File: src/rtl/flogb_pkg.sv
package flogb_pkg;

    localparam int WORD_W = 64;
    localparam int HALF_W = 16;
    localparam int SGL_W  = 32;
    localparam int DBL_W  = 64;
    localparam int NUM_H  = WORD_W / HALF_W;
    localparam int NUM_S  = WORD_W / SGL_W;
    localparam int NUM_D  = WORD_W / DBL_W;

    typedef enum logic [1:0] {
        ES_BYTE   = 2'd0,
        ES_HALF   = 2'd1,
        ES_SINGLE = 2'd2,
        ES_DOUBLE = 2'd3
    } esize_e;

    typedef enum logic [2:0] {
        C_NORMAL,
        C_SUBNORM,
        C_FLUSHED,
        C_INF,
        C_NAN_ZERO
    } fclass_e;

    typedef struct packed {
        logic invalid;
        logic denorm;
    } flags_t;

    function automatic int exp_bits(input int ew);
        if (ew == HALF_W)     return 5;
        else if (ew == SGL_W) return 8;
        else                  return 11;
    endfunction

endpackage

File: src/rtl/flogb_lzc.sv
module flogb_lzc #(
    parameter int W  = 10,
    parameter int CW = $clog2(W + 1)
) (
    input  logic [W-1:0]  vec,
    output logic [CW-1:0] zeros
);
    always_comb begin
        zeros = CW'(W);
        for (int i = 0; i < W; i++) begin
            if (vec[i]) zeros = CW'(W - 1 - i);
        end
    end
endmodule

File: src/rtl/flogb_lane.sv
module flogb_lane
    import flogb_pkg::*;
#(
    parameter int EW = 16
) (
    input  logic [EW-1:0] x,
    input  logic          ftz,
    input  logic          active,
    input  logic [EW-1:0] keep,
    output logic [EW-1:0] y,
    output flags_t        fl
);
    localparam int EXPW  = exp_bits(EW);
    localparam int FRACW = EW - 1 - EXPW;
    localparam int CW    = $clog2(FRACW + 1);
    localparam logic [EW-1:0] BIAS_V   = EW'((1 << (EXPW - 1)) - 1);
    localparam logic [EW-1:0] NEG_BIAS = EW'(0) - BIAS_V;
    localparam logic [EW-1:0] MAX_V    = {1'b0, {(EW-1){1'b1}}};
    localparam logic [EW-1:0] MIN_V    = {1'b1, {(EW-1){1'b0}}};

    logic [EXPW-1:0]  ex;
    logic [FRACW-1:0] fr;
    logic [CW-1:0]    lz;
    fclass_e          cls;

    assign ex = x[EW-2 -: EXPW];
    assign fr = x[FRACW-1:0];

    flogb_lzc #(.W(FRACW), .CW(CW)) u_lzc (
        .vec   (fr),
        .zeros (lz)
    );

    always_comb begin
        cls = C_NORMAL;
        if (ex == '0) begin
            if (fr == '0)  cls = C_NAN_ZERO;
            else if (ftz)  cls = C_FLUSHED;
            else           cls = C_SUBNORM;
        end else if (&ex) begin
            cls = (fr == '0) ? C_INF : C_NAN_ZERO;
        end
    end

    always_comb begin
        case (cls)
            C_NORMAL:  y = EW'(ex) - BIAS_V;
            C_SUBNORM: y = NEG_BIAS - EW'(lz);
            C_INF:     y = MAX_V;
            default:   y = MIN_V;
        endcase
        fl.invalid = (cls == C_NAN_ZERO) || (cls == C_FLUSHED);
        fl.denorm  = (cls == C_FLUSHED);
        if (!active) begin
            y  = keep;
            fl = '0;
        end
    end
endmodule

File: src/rtl/flogb_word.sv
module flogb_word
    import flogb_pkg::*;
(
    input  esize_e            esize,
    input  logic [WORD_W-1:0] src,
    input  logic [WORD_W-1:0] merge,
    input  logic [NUM_H-1:0]  pred,
    input  logic              ftz,
    output logic [WORD_W-1:0] res,
    output flags_t            fl,
    output logic              illegal
);
    logic [WORD_W-1:0] res_h, res_s, res_d;
    flags_t            fl_h [NUM_H];
    flags_t            fl_s [NUM_S];
    flags_t            fl_d [NUM_D];
    flags_t            or_h, or_s, or_d;

    for (genvar g = 0; g < NUM_H; g++) begin : g_half
        flogb_lane #(.EW(HALF_W)) u_lane (
            .x      (src[g*HALF_W +: HALF_W]),
            .ftz    (ftz),
            .active (pred[g]),
            .keep   (merge[g*HALF_W +: HALF_W]),
            .y      (res_h[g*HALF_W +: HALF_W]),
            .fl     (fl_h[g])
        );
    end

    for (genvar g = 0; g < NUM_S; g++) begin : g_single
        flogb_lane #(.EW(SGL_W)) u_lane (
            .x      (src[g*SGL_W +: SGL_W]),
            .ftz    (ftz),
            .active (pred[g]),
            .keep   (merge[g*SGL_W +: SGL_W]),
            .y      (res_s[g*SGL_W +: SGL_W]),
            .fl     (fl_s[g])
        );
    end

    for (genvar g = 0; g < NUM_D; g++) begin : g_double
        flogb_lane #(.EW(DBL_W)) u_lane (
            .x      (src[g*DBL_W +: DBL_W]),
            .ftz    (ftz),
            .active (pred[g]),
            .keep   (merge[g*DBL_W +: DBL_W]),
            .y      (res_d[g*DBL_W +: DBL_W]),
            .fl     (fl_d[g])
        );
    end

    always_comb begin
        or_h = '0;
        or_s = '0;
        or_d = '0;
        for (int i = 0; i < NUM_H; i++) or_h = or_h | fl_h[i];
        for (int i = 0; i < NUM_S; i++) or_s = or_s | fl_s[i];
        for (int i = 0; i < NUM_D; i++) or_d = or_d | fl_d[i];
    end

    always_comb begin
        illegal = 1'b0;
        case (esize)
            ES_HALF:   begin res = res_h; fl = or_h; end
            ES_SINGLE: begin res = res_s; fl = or_s; end
            ES_DOUBLE: begin res = res_d; fl = or_d; end
            default:   begin res = merge; fl = '0; illegal = 1'b1; end
        endcase
    end
endmodule

File: src/rtl/flogb_unit.sv
module flogb_unit
    import flogb_pkg::*;
#(
    parameter bit REG_OUT = 1'b1
) (
    input  logic              clk,
    input  logic              rst,
    input  logic              in_valid,
    input  logic [1:0]        esize,
    input  logic [WORD_W-1:0] src_data,
    input  logic [WORD_W-1:0] merge_data,
    input  logic [NUM_H-1:0]  pred,
    input  logic              ftz_en,
    output logic              out_valid,
    output logic [WORD_W-1:0] result,
    output logic              flag_invalid,
    output logic              flag_denorm,
    output logic              illegal
);
    logic [WORD_W-1:0] w_res;
    flags_t            w_fl;
    logic              w_ill;

    flogb_word u_word (
        .esize   (esize_e'(esize)),
        .src     (src_data),
        .merge   (merge_data),
        .pred    (pred),
        .ftz     (ftz_en),
        .res     (w_res),
        .fl      (w_fl),
        .illegal (w_ill)
    );

    if (REG_OUT) begin : g_reg
        always_ff @(posedge clk) begin
            if (rst) begin
                out_valid    <= 1'b0;
                result       <= '0;
                flag_invalid <= 1'b0;
                flag_denorm  <= 1'b0;
                illegal      <= 1'b0;
            end else begin
                out_valid <= in_valid;
                if (in_valid) begin
                    result       <= w_res;
                    flag_invalid <= w_fl.invalid;
                    flag_denorm  <= w_fl.denorm;
                    illegal      <= w_ill;
                end
            end
        end

        assert_valid_latency_R10: assert property (@(posedge clk) disable iff (rst)
            in_valid |=> out_valid);
        assert_no_spurious_valid_R10: assert property (@(posedge clk) disable iff (rst)
            !in_valid |=> !out_valid);
        assert_illegal_quiet_R7: assert property (@(posedge clk) disable iff (rst)
            (in_valid && esize == 2'd0) |=>
            (illegal && !flag_invalid && !flag_denorm && result == $past(merge_data)));
        assert_pred_off_merge_R8: assert property (@(posedge clk) disable iff (rst)
            (in_valid && pred == '0) |=>
            (result == $past(merge_data) && !flag_invalid && !flag_denorm));
        assert_denorm_needs_flush_R3: assert property (@(posedge clk) disable iff (rst)
            (in_valid && !ftz_en) |=> !flag_denorm);
        assert_denorm_implies_invalid_R9: assert property (@(posedge clk) disable iff (rst)
            (out_valid && flag_denorm) |-> flag_invalid);
    end else begin : g_comb
        assign out_valid    = in_valid;
        assign result       = w_res;
        assign flag_invalid = w_fl.invalid;
        assign flag_denorm  = w_fl.denorm;
        assign illegal      = w_ill;
    end
endmodule

File: config.mk
export PLATFORM = sky130hd
export DESIGN_NAME = flogb_unit
export DESIGN_NICKNAME = d
export VERILOG_FILES = /design/src/rtl/flogb_pkg.sv /design/src/rtl/flogb_lzc.sv /design/src/rtl/flogb_lane.sv /design/src/rtl/flogb_word.sv /design/src/rtl/flogb_unit.sv
export SDC_FILE = /design/constraint.sdc
export NUM_CORES = 1
export LEC_CHECK = 0
export CAP_MARGIN = 10
export CORE_MARGIN = 5
export CORE_UTILIZATION = 29
export CTS_BUF_LIST = sky130_fd_sc_hd__clkbuf_4 sky130_fd_sc_hd__clkbuf_8 sky130_fd_sc_hd__clkbuf_16
export DETAILED_ROUTE_END_ITERATION = 16
export PLACE_DENSITY_LB_ADDON = 0.25
export RECOVER_POWER = 50
export SKIP_LAST_GASP = 1
export SLEW_MARGIN = 20
export SYNTH_ARGS = -nofsm -noshare
export SYNTH_HDL_FRONTEND = slang
export SYNTH_SLANG_ARGS = --single-unit
File: constraint.sdc
create_clock -name clk -period 3.4 [get_ports clk]
set_clock_uncertainty 0.1 [all_clocks]
set_input_delay 0.34 -clock clk [delete_from_list [all_inputs] [get_ports clk]]
set_output_delay 0.34 -clock clk [all_outputs]
set_load 0.005 [all_outputs]
==> results by group, run 1 <==
CTS
  – Clk root buf: clkbuf_16
  – Hold buffer count at CTS: 0
  – H-tree levels: 3
  – Later-pin clock latency in the skew report: 0.33 ns
  – Postcts setup bufs: 0
  – CTS max path bufs: 2
  – Post-cts sizing count: 0
  – Clock-pin slew on the worst setup and hold paths: 0.05 ns
  – Num Clock Sinks: 68
  – TritonCTS clock tree: yes
  – CTS buffer count: 9

Timing
  – Fmax: 0.3097 GHz
  – WHS: 0.3329 ns
  – Final worst path period need: 3.228 ns
  – RSZ-0062 raised after global routing: true
  – Fin. max-slew vios: 0
  – Max-slew headroom: 0.3214
  – Final setup fails: 0
  – Tightest Pin Transition: 1.018 ns
  – Final Hold Vio Count: 0
  – Final period utilization: 0.9495

Critical path
  – Worst EP arrival: 3.35 ns
  – CP endpoint kind: flop
  – Startpoint types: input port
  – Critical Path, Cell by Cell: clkdlybuf4s50_1 > buf_4 > or4_4 > nor2_1 > nand4b_1 > a211o_1 > and3_1 > ha_1 > a22oi_1 > a21oi_1 > o221ai_1 > nand2_1
  – Critical path class: input port to flop
  – Critical path's slowest cell: or4_4
  – Worst-path maximum fanout: 5
  – Crit path required time: 3.52 ns
  – Worst stage delay on the critical path: 0.47 ns

Worst hold path
  – Worst Hold Class: flop to flop

Yosys
  – Synth Area in Simple Gates: 0.3042
  – Avg Cell Area, Syn: 7.094 µm²
  – Largest family of logic cells by synthesized area: compound AO/OA/AOI/OAI gates
  – Adder-cell share of the synthesized area: 0.04572
  – Ranking of synthesized cells by area: dfxtp_1 19%, nor2_1 6.5%, nand2_1 5.5%, o21ai_0 4.8%, ha_1 4.6%
  – Xor/xnor share of the synthesized area: 0.04062
  – Synth top area share: 0.1913
  – Distinct cells, synth: 90
  – Async S/R FF share, synth: 0
  – Mux cell area share after synthesis: 0.004220
  – Mapped Area: 7116 µm²
  – Ys Warns: 0
  – FF+latch count, synth: 68
  – Syn Nets: 1,167
  – Sequential area share after synthesis: 0.1913
  – Synth Flop Type: dfxtp_1
  – Yosys top cell by area: dfxtp_1
  – Post-Syn Instances: 1,003
  – Post-synthesis compound-gate area fraction: 0.3508
  – Post-synth EDFFs: 0

Drt
  – WL final: 34,330 µm
  – DRC marker count from the first detailed-route iteration: 846
  – Wirelength per Cell: 20.29 µm
  – Via Count: 9,398
  – DRT antenna net count: 0
  – Via density: 5.554
  – First-pass iteration count of the detailed router: 5
  – Drt drc: 0

Die
  – Die Area: 27,770 µm²
  – DIE HEIGHT: 166.6 µm
  – IO Pins: 206
  – Die Span X: 166.6 µm
  – Starting density of the core: 0.2934
  – Core area: 24,250 µm²
  – # rows: 57

Power and ir drop
  – Design Power: 3006 µW
  – Max VDD drop: 0.3558 mV
  – Leak: 0.004628 µW
  – Pwr/cell area: 266.5 nW/µm²

Layout
  – Nets@finish: 1,527
  – Most common cell after layout, fill and taps aside: buf_4
  – Share of cells above drive strength 1: 0.2003
  – Antenna cell count: 0
  – Fin util: 0.4652
  – Commonest cells after routing, fill and taps aside: 213 x buf_4, 138 x clkdlybuf4s50_1, 122 x nor2_1
  – Syn-to-layout area delta: 58.52%

Global route
  – Vias in the first global route: 8,964
  – Total gr overflow: 0
  – GR Util All Layers: 0.2343
  – Largest net degree at the start of global routing: 36
  – Initial antenna violation count: 0
  – Global-route wire length before repair: 52,320 µm

Placement
  – Final HPWL DP: 28,620 µm
  – Final GP Congestion: 0.9678
  – IO Port Bufs: 204

Status
  – Outcome: complete, no violations

Run
  – Maxcap violations: 0
-- worst max-delay path: cells and delay by family --
family / cells / cell delay (ns)
simple gates: 5 / 1.23
compound gates: 4 / 0.87
buf+inv: 2 / 0.62
fa+ha+maj: 1 / 0.27
-- worst paths after layout --
path | slack [ns] | cells after the start | start | end
setup reg to reg | 2.23 | 4 | result[48]$_SDFFE_PP0P_ | result[48]$_SDFFE_PP0P_
setup / recovery | 0.17 | 12 | src_data[18] | result[5]$_SDFFE_PP0P_
hold / removal | 0.33 | 2 | result[8]$_SDFFE_PP0P_ | result[8]$_SDFFE_PP0P_
hold reg to reg | 0.33 | 2 | result[8]$_SDFFE_PP0P_ | result[8]$_SDFFE_PP0P_
-- cell type report --
cell class                      count  area (µm²)
Inverter                           37       138.9
Sequential cell                    68        1361
Clock inverter                      6       88.84
Clock buffer                       10       232.7
Multi-Input combinational cell    825        5328
Fill cell                        2476       12970
Tap cell                          324       405.4
Timing Repair Buffer              422        3725
-- layer usage --
layer | share of wire | global-route usage | vias up
met5 | 0 | 0 | -
met4 | 0.015 | 0.04767 | 0
met3 | 0.081 | 0.04598 | 32
met2 | 0.44 | 0.3689 | 439
met1 | 0.47 | 0.3345 | 4392
li1 | - | - | 4535
-- logic make-up after synthesis --
kind of cell    count (synthesis)
compound gates                343
xor+xnor                       33
fa+ha+maj                      26
buf+inv                       110
flops                          68
mux                             3
simple gates                  420
-- sequential cells by signal, indices dropped and copies added (netlist names) --
name          flops
flag_denorm       1
flag_invalid      1
illegal           1
out_valid         1
result           64
-- power by group --
group / total (µW) / switching (µW) / internal [µW] / leakage (µW)
sequential: 900 / 36.0 / 864 / 0.000561
combinational: 1100 / 547 / 554 / 0.00391
clock: 1000 / 355 / 650 / 0.000152
total: 3010 / 938 / 2070 / 0.00463
-- Yosys cell counts (8+ instances only) --
| master | count |
|---|---|
| nand2b_1 | 8 |
| nand2_1 | 105 |
| nor3_1 | 37 |
| o211ai_1 | 22 |
| buf_2 | 8 |
| or4_1 | 8 |
| inv_1 | 37 |
| a31oi_1 | 16 |
| o22ai_1 | 9 |
| and3_1 | 18 |
| clkbuf_1 | 56 |
| o311ai_0 | 9 |
| xnor2_1 | 18 |
| a221oi_1 | 9 |
| and2_1 | 8 |
| a311oi_1 | 10 |
| nor2b_1 | 10 |
| a22oi_1 | 8 |
| nand3_1 | 32 |
| nand4_1 | 14 |
| a221o_1 | 15 |
| a211oi_1 | 14 |
| xor2_1 | 15 |
| dfxtp_1 | 68 |
| nor2_1 | 123 |
| o21bai_1 | 8 |
| o31ai_1 | 13 |
| ha_1 | 26 |
| o21ai_0 | 68 |
| o221ai_1 | 10 |
| a21oi_1 | 48 |
| nor4_1 | 12 |
| o21a_1 | 8 |
-- through the flow --
stage / area [µm²] / std cells / setup TNS (ns) / setup WS [ns]
after detailed placement: 10950 / 1676 / -1.982 / -0.2571
after global routing: 11280 / 1692 / -0.007602 / -0.007602
final: 11280 / 1692 / 0 / 0.1715
after floorplan: 7116 / 1003 / 0 / 0.4629
after CTS: 11270 / 1692 / 0 / 0.06912
after global placement: 10950 / 1676 / -1.421 / -0.1472
Power figures use the tool's default switching activity.
==> run 2: changes to the inputs <==
Clock period 3.4 ns to 3.9 ns, I/O delays scaled along.
==> results by group, run 2 (synthesis gave the netlist of run 1 again) <==
Placement
  – Post-DP Area: 10,050 µm² (-8.2%)
  – Final HPWL DP: 27,860 µm (-2.7%)
  – IO Port Bufs: 204 (unchanged)
  – Final GP Congestion: 0.9774 (+0.99%)

Global route
  – Vias in the first global route: 8,643 (-3.6%)
  – Global-route wire length before repair: 51,670 µm (-1.2%)
  – Largest net degree at the start of global routing: 27 (-25%)
  – GR Util All Layers: 0.2307 (-0.003656)
  – Initial antenna violation count: 2 (+2)
  – Total gr overflow: 0 (unchanged)

Drt
  – Via density: 5.698 (+2.6%)
  – Drt drc: 0 (unchanged)
  – Wirelength per Cell: 21.36 µm (+5.3%)
  – DRT antenna net count: 0 (unchanged)
  – First-pass iteration count of the detailed router: 6 (+1)
  – WL final: 33,700 µm (-1.8%)
  – DRC marker count from the first detailed-route iteration: 781 (-7.7%)
  – Via Count: 8,991 (-4.3%)

Power and ir drop
  – Switching Share: 0.3144 (+0.002241)
  – Pwr/cell area: 246.4 nW/µm² (-7.6%)
  – Internal power: 1754 µW (-15%)
  – Max VDD drop: 0.2589 mV (-27%)
  – Design Power: 2558 µW (-15%)
  – Switching power: 804.1 µW (-14%)
  – Clk pwr share: 0.348 (+0.014)
  – Power share of the combinational group: 0.346 (-0.020)
  – Leak: 0.004075 µW (-12%)
  – Reg power frac: 0.306 (+0.007)

Die
  – DIE HEIGHT: 166.6 µm (unchanged)
  – Die Span X: 166.6 µm (unchanged)
  – Starting density of the core: 0.2934 (unchanged)
  – Core area: 24,250 µm² (unchanged)
  – Die Area: 27,770 µm² (unchanged)
  – IO Pins: 206 (unchanged)
  – # rows: 57 (unchanged)

CTS
  – Num Clock Sinks: 68 (unchanged)
  – Clock-pin slew on the worst setup and hold paths: 0.06 ns (about the same)
  – TritonCTS clock tree: yes
  – Postcts setup bufs: 0 (unchanged)
  – Clk root buf: clkbuf_16
  – CTS max path bufs: 2 (unchanged)
  – CTS buffer count: 9 (unchanged)
  – H-tree levels: 3 (unchanged)
  – Later-pin clock latency in the skew report: 0.32 ns (about the same)

Layout
  – Fin util: 0.4282 (-0.03700)
  – Final Cell Area: 10,380 µm² (-8.0%)
  – Antenna cell count: 0 (unchanged)
  – Commonest cells after routing, fill and taps aside: 137 x clkdlybuf4s50_1, 122 x nor2_1, 105 x nand2_1
  – Largest register FFs: 64 (unchanged)
  – Syn-to-layout area delta: 45.91%
  – Most common cell after layout, fill and taps aside: clkdlybuf4s50_1
  – Share of cells above drive strength 1: 0.1260 (-0.07430)
  – Largest register by flop count: result
  – Nets@finish: 1,413 (-7.5%)

Timing
  – Final Hold Vio Count: 0 (unchanged)
  – Final setup fails: 0 (unchanged)
  – WHS: 0.3371 ns (+0.004177 ns)
  – Tightest Pin Transition: 1.008 ns (-0.01040 ns)
  – Fmax: 0.2835 GHz
  – Fin. max-slew vios: 0 (unchanged)
  – Max-slew headroom: 0.3283 (+0.006931)
  – Final worst path period need: 3.527 ns
  – Final period utilization: 0.9044
  – RSZ-0062 raised after global routing: false

Critical path
  – Crit path required time: 4.00 ns (+0.48 ns)
  – Crit path buffers/inverters: 4 (+2)
  – Worst EP arrival: 3.63 ns (+0.28 ns)
  – Worst stage delay on the critical path: 0.56 ns (+0.09 ns)
  – CP endpoint kind: flop
  – Critical path class: input port to flop
  – Critical Path, Cell by Cell: clkdlybuf4s50_1 > or4_1 > o221ai_1 > o21bai_1 > o2111ai_1 > nand2_1 > inv_1 > ha_1 > buf_4 > xnor2_1 > o221ai_1 > a222oi_1 > buf_4 > o21ai_0
  – Critical path's slowest cell: or4_1
  – CP top delay family: compound AO/OA/AOI/OAI gates
  – Startpoint types: input port
  – Worst-path maximum fanout: 6 (+1)

Run
  – Maxcap violations: 0 (unchanged)

Worst hold path
  – Worst Hold Class: flop to flop

Status
  – Outcome: complete, no violations
## run 2: cell type report
class / instances / area (µm²)
tap: 324 / 405.4
fill: 2544 / 13870
multi-input combinational: 825 / 5319
inverter: 37 / 138.9
sequential: 68 / 1361
clock inverter: 6 / 87.58
clock buffer: 10 / 239.0
timing repair buffer: 308 / 2831
## run 2: per-stage QoR
step,setup WS (ns),std cells,TNS (ns)
2_1_floorplan,0.9129,1003,0
3_3_place_gp,-0.2915,1562,-0.6849
3_5_place_dp,-0.1484,1562,-0.2101
4_1_cts,0.1830,1578,0
5_1_grt,0.1853,1578,0
6_report,0.3728,1578,0
## run 2: worst register-to-register path: cells and delay by family (launching register included)
family | cells | cell delay (ns)
flip-flops | 1 | 0.31
AO/OA/AOI/OAI | 2 | 0.47
AND/OR/NAND/NOR | 2 | 0.19
## run 2: power groups by stage
stage          registers [µW]  clock network (µW)  logic [µW]
2_1_floorplan             800                   0         384
3_3_place_gp              799                   0         893
3_5_place_dp              801                   0         895
4_1_cts                   786                 907         900
5_1_grt                   789                 937         953
6_report                  783                 889         885
## run 2: repair_timing
action                     CTS  global route
hold buffers                 0             0
setup endpoints to repair    0             2
resized for setup            0             2
## run 2: worst paths after layout
check,startpoint,endpoint,slack (ns),depth (start not counted)
setup / recovery,src_data[23],result[3]$_SDFFE_PP0P_,0.37,14
hold / removal,result[8]$_SDFFE_PP0P_,result[8]$_SDFFE_PP0P_,0.34,2
setup reg to reg,result[48]$_SDFFE_PP0P_,result[48]$_SDFFE_PP0P_,2.71,4
hold reg to reg,result[8]$_SDFFE_PP0P_,result[8]$_SDFFE_PP0P_,0.34,2
## run 2: metal layers
metal / GRT usage / share of wire / vias to the layer above
met5: 0 / 0.00080 / -
met4: 0.04874 / 0.016 / 4
met3: 0.04622 / 0.080 / 44
met2: 0.3604 / 0.44 / 416
met1: 0.3302 / 0.46 / 4220
li1: - / - / 4307
==> run 3: changes to the inputs <==
Settings changed: ABC_AREA set to 1, HOLD_SLACK_MARGIN set to 0.15, MAX_ROUTING_LAYER set to met4.
==> results by group, run 3 <==
Status
  – Outcome: finished, violations left
  – Violated checks: max-capacitance violations, max-slew violations

Placement
  – IO Port Bufs: 204 (unchanged)
  – Pre-CTS WS: -0.05667 ns (+0.09171 ns)
  – Final HPWL DP: 26,210 µm (-5.9%)
  – Final GP Congestion: 0.9461 (-3.2%)

Die
  – IO Pins: 206 (unchanged)
  – Die Area: 29,290 µm² (+5.5%)
  – DIE HEIGHT: 171.2 µm (+2.7%)
  – Starting density of the core: 0.2915 (-0.001970)
  – Die Span X: 171.2 µm (+2.7%)
  – # rows: 59 (+3.5%)
  – Core area: 25,840 µm² (+6.6%)

Yosys
  – Synth top cells by count: 315 x nand2_1, 146 x inv_1, 138 x o21ai_0
  – Ys Warns: 0 (unchanged)
  – Synth Flop Type: dfxtp_1
  – Yosys top cell by area: dfxtp_1
  – Mapped Area: 7531 µm² (+5.8%)
  – Sequential area share after synthesis: 0.1808 (-0.01055)
  – Largest family of logic cells by synthesized area: simple AND/OR/NAND/NOR gates
  – Mux cell area share after synthesis: 0 (-0.004220)
  – Synth Area in Simple Gates: 0.3383 (+0.03406)
  – Post-synth EDFFs: 0 (unchanged)
  – Syn Nets: 1,466 (+26%)
  – FF+latch count, synth: 68 (unchanged)
  – Post-Syn Instances: 1,302 (+30%)
  – Distinct cells, synth: 54 (-40%)
  – Avg Cell Area, Syn: 5.784 µm² (-18%)
  – Adder-cell share of the synthesized area: 0.04320 (-0.002522)
  – Most frequent cell after synthesis: nand2_1
  – Ranking of synthesized cells by area: dfxtp_1 18%, nand2_1 16%, o21ai_0 9.2%, inv_1 7.3%, a21oi_1 7.0%
  – Async S/R FF share, synth: 0 (unchanged)
  – Post-synthesis compound-gate area fraction: 0.3120 (-0.03879)
  – Synth top area share: 0.1808 (-0.01055)
  – Xor/xnor share of the synthesized area: 0.01047 (-0.03015)

Drt
  – Via density: 5.289 (-7.2%)
  – DRT met1 WL: 14,310 µm (-7.8%)
  – Wirelength per Cell: 17.61 µm (-18%)
  – Met3 WL: 2140 µm (-20%)
  – Via Count: 9,854 (+9.6%)
  – WL met2: 15,430 µm (+3.4%)
  – WL final: 32,810 µm (-2.6%)
  – Drt drc: 0 (unchanged)
  – First-pass iteration count of the detailed router: 7 (+1)
  – DRC marker count from the first detailed-route iteration: 792 (+1.4%)
  – Top Metal Used: met4
  – DRT antenna net count: 0 (unchanged)

Timing
  – TNS Setup: 0 ns (unchanged)
  – Final Hold Vio Count: 0 (unchanged)
  – Fmax: 0.2840 GHz (+0.16%)
  – RSZ-0062 raised after global routing: false
  – Final worst path period need: 3.522 ns (-0.005583 ns)
  – Final setup fails: 0 (unchanged)
  – Final worst slack: 0.3784 ns (+0.005583 ns)
  – Final period utilization: 0.9030 (-0.001432)
  – Fin. max-slew vios: 53 (+53)
  – Max-slew headroom: -0.1474 (-0.4757)
  – Tightest Pin Transition: 1.719 ns (+0.7116 ns)

Global route
  – Initial antenna violation count: 0 (-2)
  – GR Util All Layers: 0.2246 (-0.006117)
  – Largest net degree at the start of global routing: 58 (+110%)
  – Global-route wire length before repair: 51,270 µm (-0.79%)
  – Vias in the first global route: 9,589 (+11%)
  – Total gr overflow: 0 (unchanged)

Layout
  – Largest register FFs: 64 (unchanged)
  – Most common cell after layout, fill and taps aside: nand2_1
  – Largest register by flop count: result
  – Commonest cells after routing, fill and taps aside: 315 x nand2_1, 146 x inv_1, 138 x o21ai_0
  – Reg area: 1361 µm² (unchanged)
  – Fill count: 2,851 (+12%)
  – Antenna cell count: 0 (unchanged)
  – Syn-to-layout area delta: 40.41%
  – Share of cells above drive strength 1: 0.08835 (-0.03765)
  – Multi-input gate area: 5318 µm² (about the same)
  – Nets@finish: 1,688 (+19%)

Power and ir drop
  – Pwr/cell area: 239.7 nW/µm² (-2.7%)
  – Reg power frac: 0.302 (-0.004)
  – Switching Share: 0.3236 (+0.009243)
  – Power share of the combinational group: 0.344 (-0.002)
  – Internal power: 1715 µW (-2.2%)
  – Clk pwr share: 0.354 (+0.006)
  – Max VDD drop: 0.2033 mV (-21%)
  – Switching power: 820.3 µW (+2.0%)
  – Leak: 0.004357 µW (+6.9%)

Critical path
  – Worst-path maximum fanout: 3 (-3)
  – Crit path required time: 3.98 ns (-0.02 ns)
  – Worst EP arrival: 3.60 ns (-0.03 ns)
  – Critical path's slowest cell: clkdlybuf4s50_1
  – CP endpoint kind: flop
  – Startpoint types: input port
  – Worst stage delay on the critical path: 0.46 ns (-0.10 ns)
  – Most common cell on crit path: nand2_1
  – Critical path class: input port to flop

CTS
  – Later-pin clock latency in the skew report: 0.33 ns (about the same)
  – CTS buffer count: 9 (unchanged)
  – Clock-pin slew on the worst setup and hold paths: 0.05 ns (about the same)
  – Hold buffer count at CTS: 0 (unchanged)
  – H-tree levels: 3 (unchanged)
  – Post-cts sizing count: 0 (unchanged)
  – TritonCTS clock tree: yes
  – Num Clock Sinks: 68 (unchanged)
  – Clk root buf: clkbuf_16
  – Postcts setup bufs: 0 (unchanged)
  – CTS max path bufs: 2 (unchanged)

Run
  – Maxcap violations: 1 (+1)

Worst hold path
  – Worst Hold Class: flop to flop
-- run 3: cell type report --
class | count | share of cell area
inverters | 158 | 0.05656
flip-flops and latches | 68 | 0.1287
multi-input cells | 1015 | 0.5029
repair buffers | 272 | 0.2419
clock inverters | 4 | 0.006981
well taps | 335 | 0.03964
clock buffers | 11 | 0.02331
-- run 3: final timing paths --
check	slack (ns)	endpoint	startpoint	cells past startpoint
max	0.38	result[5]$_SDFFE_PP0P_	src_data[4]	27
min	0.36	result[5]$_SDFFE_PP0P_	result[5]$_SDFFE_PP0P_	2
min reg2reg	0.36	result[5]$_SDFFE_PP0P_	result[5]$_SDFFE_PP0P_	2
max reg2reg	3.10	result[4]$_SDFFE_PP0P_	result[4]$_SDFFE_PP0P_	2
-- run 3: cell families after synthesis --
kind of cell | after synthesis
compound gates | 390
buf+inv | 219
xor+xnor | 9
flops | 68
simple gates | 590
fa+ha+maj | 26
-- run 3: layer usage --
| metal | vias up | GRT usage |
|---|---|---|
| met3 | 44 | 0.03489 |
| met5 | - | - |
| met2 | 355 | 0.3718 |
| met1 | 4529 | 0.2832 |
| met4 | 0 | 0.06683 |
| li1 | 4926 | - |
-- run 3: metrics by stage --
stage | hold WS, ns | util | total power (µW) | area [µm²] | std cells
6_report | 0.3601 | 0.4092 | 2535 | 10570 | 1863
5_1_grt | 0.3776 | 0.4092 | 2692 | 10570 | 1863
4_1_cts | 0.3641 | 0.4089 | 2585 | 10570 | 1863
3_5_place_dp | 0.3549 | 0.3965 | 1669 | 10240 | 1848
3_3_place_gp | 0.3525 | 0.3965 | 1663 | 10240 | 1848
2_1_floorplan | 0.3618 | - | 1202 | 7531 | 1302
-- run 3: power groups by stage --
| stage | sequential (µW) | clock, µW | combinational, µW |
|---|---|---|---|
| final | 765 | 897 | 873 |
| after global placement | 782 | 0 | 881 |
| after floorplan | 785 | 0 | 416 |
| after global routing | 771 | 954 | 967 |
| after detailed placement | 782 | 0 | 887 |
| after CTS | 767 | 926 | 892 |
-- run 3: critical path, delay by kind of cell --
family / cells / cell delay [ns]
AND/OR/NAND/NOR: 16 / 1.64
AO/OA/AOI/OAI: 6 / 0.58
adder cells (fa/ha/maj): 2 / 0.39
buffers and inverters: 3 / 0.60
